--- src/rtl/perint_pkg.sv ---
package perint_pkg;
  typedef enum logic [1:0] {
    FLAG_HOLD = 2'b00,
    FLAG_SET  = 2'b01,
    FLAG_CLR  = 2'b10
  } flag_op_e;

  function automatic flag_op_e flag_op(input logic set, input logic clr);
    if (set)      return FLAG_SET;
    else if (clr) return FLAG_CLR;
    else          return FLAG_HOLD;
  endfunction
endpackage

--- src/rtl/perint_pend_bank.sv ---
module perint_pend_bank
  import perint_pkg::*;
#(
  parameter int NUM_SRC = 4
) (
  input  logic               clk,
  input  logic               rst_n,
  input  logic [NUM_SRC-1:0] set_i,
  input  logic               clr_i,
  output logic [NUM_SRC-1:0] pend_o
);
  logic [NUM_SRC-1:0] pend_q;
  logic [NUM_SRC-1:0] pend_d;
  logic [NUM_SRC-1:0] pend_en;

  for (genvar g = 0; g < NUM_SRC; g++) begin : g_bit
    flag_op_e op;
    always_comb begin
      op         = flag_op(set_i[g], clr_i);
      pend_en[g] = (op != FLAG_HOLD);
      pend_d[g]  = (op == FLAG_SET);
    end

    always_ff @(posedge clk or negedge rst_n) begin
      if (!rst_n)          pend_q[g] <= 1'b0;
      else if (pend_en[g]) pend_q[g] <= pend_d[g];
    end
  end

  assign pend_o = pend_q;
endmodule

--- src/rtl/perint_main_flag.sv ---
module perint_main_flag
  import perint_pkg::*;
(
  input  logic clk,
  input  logic rst_n,
  input  logic set_i,
  input  logic clr_i,
  output logic flag_o
);
  flag_op_e op;
  logic     flag_q;
  logic     flag_d;
  logic     flag_en;

  always_comb begin
    op      = flag_op(set_i, clr_i);
    flag_en = (op != FLAG_HOLD);
    flag_d  = (op == FLAG_SET);
  end

  always_ff @(posedge clk or negedge rst_n) begin
    if (!rst_n)       flag_q <= 1'b0;
    else if (flag_en) flag_q <= flag_d;
  end

  assign flag_o = flag_q;
endmodule

--- src/rtl/perint_mask_reg.sv ---
module perint_mask_reg #(
  parameter int NUM_SRC = 4
) (
  input  logic               clk,
  input  logic               rst_n,
  input  logic               ld_i,
  input  logic [NUM_SRC-1:0] d_i,
  output logic [NUM_SRC-1:0] mask_o
);
  logic [NUM_SRC-1:0] mask_q;
  logic [NUM_SRC-1:0] mask_d;

  always_comb mask_d = d_i;

  always_ff @(posedge clk or negedge rst_n) begin
    if (!rst_n)    mask_q <= '0;
    else if (ld_i) mask_q <= mask_d;
  end

  assign mask_o = mask_q;
endmodule

--- src/rtl/perint_group.sv ---
module perint_group #(
  parameter  int NUM_SRC = 4,
  localparam int REG_W   = 2 * NUM_SRC
) (
  input  logic               clk,
  input  logic               rst_n,
  input  logic [NUM_SRC-1:0] src_evt_i,
  input  logic               bus_rd_i,
  input  logic               bus_wr_i,
  input  logic               mask_wr_i,
  input  logic [REG_W-1:0]   bus_wdata_i,
  input  logic               grp_en_i,
  input  logic               vec_ack_i,
  output logic [REG_W-1:0]   bus_rdata_o,
  output logic [REG_W-1:0]   mask_o,
  output logic               main_pend_o,
  output logic               irq_o
);
  logic [NUM_SRC-1:0] wr_even;
  logic [NUM_SRC-1:0] set_vec;
  logic [NUM_SRC-1:0] pend;
  logic [NUM_SRC-1:0] mask;
  logic               any_set;
  logic               hit;

  // Pick the even data bits; the odd positions are reserved.
  for (genvar g = 0; g < NUM_SRC; g++) begin : g_map
    assign wr_even[g]          = bus_wdata_i[2*g];
    assign bus_rdata_o[2*g]    = pend[g];
    assign bus_rdata_o[2*g+1]  = 1'b1;
    assign mask_o[2*g]         = mask[g];
    assign mask_o[2*g+1]       = 1'b0;
  end

  always_comb begin
    set_vec = src_evt_i | (bus_wr_i ? wr_even : '0);
    any_set = |set_vec;
    hit     = |(pend & mask);
    irq_o   = main_pend_o & grp_en_i & hit;
  end

  perint_pend_bank #(.NUM_SRC(NUM_SRC)) u_bank (
    .clk    (clk),
    .rst_n  (rst_n),
    .set_i  (set_vec),
    .clr_i  (bus_rd_i),
    .pend_o (pend)
  );

  perint_main_flag u_main (
    .clk    (clk),
    .rst_n  (rst_n),
    .set_i  (any_set),
    .clr_i  (vec_ack_i),
    .flag_o (main_pend_o)
  );

  perint_mask_reg #(.NUM_SRC(NUM_SRC)) u_mask (
    .clk    (clk),
    .rst_n  (rst_n),
    .ld_i   (mask_wr_i),
    .d_i    (wr_even),
    .mask_o (mask)
  );
endmodule

--- config.mk ---
export PLATFORM = sky130hd
export DESIGN_NAME = perint_group
export DESIGN_NICKNAME = d
export VERILOG_FILES = /design/src/rtl/perint_pkg.sv /design/src/rtl/perint_pend_bank.sv /design/src/rtl/perint_main_flag.sv /design/src/rtl/perint_mask_reg.sv /design/src/rtl/perint_group.sv
export SDC_FILE = /design/constraint.sdc
export NUM_CORES = 1
export LEC_CHECK = 0
export BUFFER_PORTS_ARGS = -buffer_cell sky130_fd_sc_hd__buf_4
export CAP_MARGIN = 20
export CORE_AREA = 2 2 39 41
export DETAILED_ROUTE_END_ITERATION = 8
export DIE_AREA = 0 0 41 43
export PLACE_DENSITY = 0.75
export SKIP_LAST_GASP = 1
export SLEW_MARGIN = 20
export SYNTH_ARGS = -nofsm -noshare
export SYNTH_HDL_FRONTEND = slang
export SYNTH_SLANG_ARGS = --single-unit
--- constraint.sdc ---
create_clock -name clk -period 1 [get_ports clk]
set_input_delay 0.25 -clock clk [delete_from_list [all_inputs] [get_ports clk]]
set_output_delay 0.25 -clock clk [all_outputs]
set_load 0.01 [all_outputs]
==> results.py <==
metrics = {
    "sta": {
        "fin_crit_ns": 1.35,
        "setup_viol": 12,
        "skew_ns": 0,
        "fmax_mhz": 743,
        "hold_violations": 0,
        "report.final.slew_viol_count": 0,
        "timing.final.crit_share_pct": 135,
        "final.setup.worst_slack_ns": -0.345,
        "rsz0062_at_grt": "true",
    },
    "grt": {
        "grt_pass1_wl_mm": 1.63,
        "grt_max_degree": 10,
        "grt_pass1_vias": 392,
        "overflow": 0,
        "grt_use_total_pct": 14.1,
        "antenna_found_initial": 0,
    },
    "worst_setup_path": {
        "crit_path_top_delay_cell": "dfrtp_1",
        "cp.arrival_ns": 1.10,
        "crit_family": "flip-flops",
        "max_stage_delay_ns": 0.40,
        "crit_chain": "a22oi_2 > a21oi_2 > buf_4",
        "critPathLaunchType": "flop",
        "end_kind": "output port",
        "required_ns": 0.75,
        "crit_buf_inv": 1,
        "crit_fanout": 2,
        "critical_path_class": "flop to output port",
    },
    "drt": {
        "wirelength_mm": 1.09,
        "remaining_drc_errors": 0,
        "dr.pass1.iters": 3,
        "avgViaCountPerCell": 4.52,
        "dr.first_iter.drc_count": 2,
        "wl_per_cell_microns": 12.3,
        "vias": 402,
        "ant_nets": 0,
    },
    "floorplan": {
        "floorplan.initialDensity_pct": 31.8,
        "core_sq_um": 1380,
        "io_pins": 37,
        "die_y_microns": 43,
        "die_x_microns": 41,
        "num_rows": 14,
        "die-area_sq_um": 1760,
    },
    "synth": {
        "syn_area_sq_um": 440,
        "yosys_warnings": 0,
        "synthCells": 36,
        "syn_avg_cell_area_sq_um": 12.2,
        "ys_seq_area_share_pct": 51.1,
        "ys_ff_latch": 9,
        "ys_types": 14,
    },
    "clock_tree": {
        "cts_sinks": 9,
        "cts_inserted_buffers": 3,
        "cts_buffer_depth": 2,
        "cts_root_buf": "clkbuf_4",
        "path_clk_slew_ns": 0.06,
        "clkLatencyLatePin_ns": 0.26,
        "cts_tree": "built",
        "htreeDepth": 1,
    },
    "placed_design": {
        "gp_congestion": 0.696,
        "hpwl_microns": 856,
        "place_ws_ns": -0.0722,
        "io_buffers": 24,
        "dpl-instance-area_sq_um": 663,
    },
    "finish": {
        "fin_area_sq_um": 788,
        "drive_above_1_share_pct": 63.0,
        "mostFrequentLayoutCells": "buf_4, buf_6, dfrtp_1",
        "fin_nets": 93,
        "syn_to_final_growth_pct": 79.0,
        "final_common_cell": "buf_4",
        "diodes": 0,
    },
    "power": {
        "powerDensity_nw_per_um2": 1260,
        "leakagePower_nw": 0.376,
        "peakVddDrop_uv": 572,
    },
    "run": {
        "maxCapViolCount": 0,
    },
    "outcome": {
        "status": "complete, but fails checks",
        "failed_checks": "negative setup slack",
    },
    "hold_path": {
        "min_path_type": "input port to flop",
    },
}
==> stage by stage <==
step	hold slack [ns]	TNS, ns	total power, W	instances	utilization [%]
global route	0.192	-2.00	0.00104	89	57.0
global placement	0.0765	-0.0765	0.000649	82	47.9
detailed placement	0.0805	-0.0722	0.000652	82	47.9
CTS	0.184	-1.86	0.000984	89	55.1
floorplan	-0.0456	0	0.000514	42	-
finish	0.184	-1.77	0.000995	89	57.0
==> path summary, 6_finish.rpt <==
| path | slack, ns | start | endpoint | depth (start not counted) |
|---|---|---|---|---|
| worst max-delay path | -0.35 | u_mask.mask_o[0] | irq_o | 3 |
| worst min register to register | 0.57 | u_main.flag_o | u_main.flag_o | 2 |
| max in group asynchronous | 0.51 | rst_n | u_mask.mask_o[3] | 2 |
| min in group asynchronous | 0.35 | rst_n | u_bank.pend_o[0] | 2 |
| worst min-delay path | 0.18 | src_evt_i[1] | u_bank.pend_o[1] | 2 |
| worst max register to register | -0.08 | u_bank.pend_o[1] | u_bank.pend_o[1] | 3 |
==> power by group <==
| group | switching (W) | internal, W |
|---|---|---|
| Combinational | 0.000107 | 0.000184 |
| Clock | 0.000133 | 0.000154 |
| Sequential | 0.0000255 | 0.000392 |
==> cells by family (layout without fill, tap and decap cells) <==
| kind of cell | Yosys count | in the layout | synth area share, % |
|---|---|---|---|
| other | 2 | 8 | 1.71 |
| AND/OR/NAND/NOR | 4 | 4 | 4.83 |
| AO/OA/AOI/OAI | 8 | 8 | 17.6 |
| buffers and inverters | 9 | 40 | 14.5 |
| flip-flops | 9 | 9 | 51.1 |
| multiplexers | 4 | 4 | 10.2 |
==> per-layer routing <==
| layer | GRT usage [%] | up-vias | part of all wire, % |
|---|---|---|---|
| li1 | - | 195 | - |
| met1 | 16.6 | 188 | 39 |
| met2 | 22.2 | 17 | 53 |
| met3 | 3.14 | 2 | 6.6 |
| met4 | 8.00 | 0 | 1.5 |
| met5 | 0 | - | 0 |
==> cell usage after synthesis (all sizes together) <==
cell type / n / area [sq um]
a21oi: 1 / 5.00
o41ai: 1 / 16.3
nand2: 1 / 3.75
mux2: 4 / 45.0
inv: 1 / 3.75
a22oi: 2 / 15.0
nand3: 1 / 5.00
a221o: 4 / 41.3
dfrtp: 9 / 225
nor4: 1 / 6.26
conb: 2 / 7.51
nand2b: 1 / 6.26
buf: 8 / 60.1
==> layout make-up <==
cell class	count	area, sq um
repair buffers	35	325
fillers	121	596
multi-input cells	24	188
inverters	1	3.75
clock buffers	4	26.3
well taps	16	20.0
flip-flops and latches	9	225
==> flip-flops by register name (all words and copies together), names as in the netlist <==
register,count
u_main.flag_o,1
u_bank.pend_o,4
u_mask.mask_o,4
==> repair_timing <==
action,CTS,global route
endpoints found under the hold margin,9,0
endpoints found under the setup margin,10,12
gates resized for setup,12,8
pin swaps,0,3
setup buffers,2,1
hold buffers,1,0
==> worst reg2reg max path: cells and delay by family (launching register included) <==
kind / cells / cell delay [ns]
AOI/OAI and AO/OA: 1 / 0.31
buffers and inverters: 2 / 0.24
DFF: 1 / 0.41
Power figures use the tool's default switching activity.
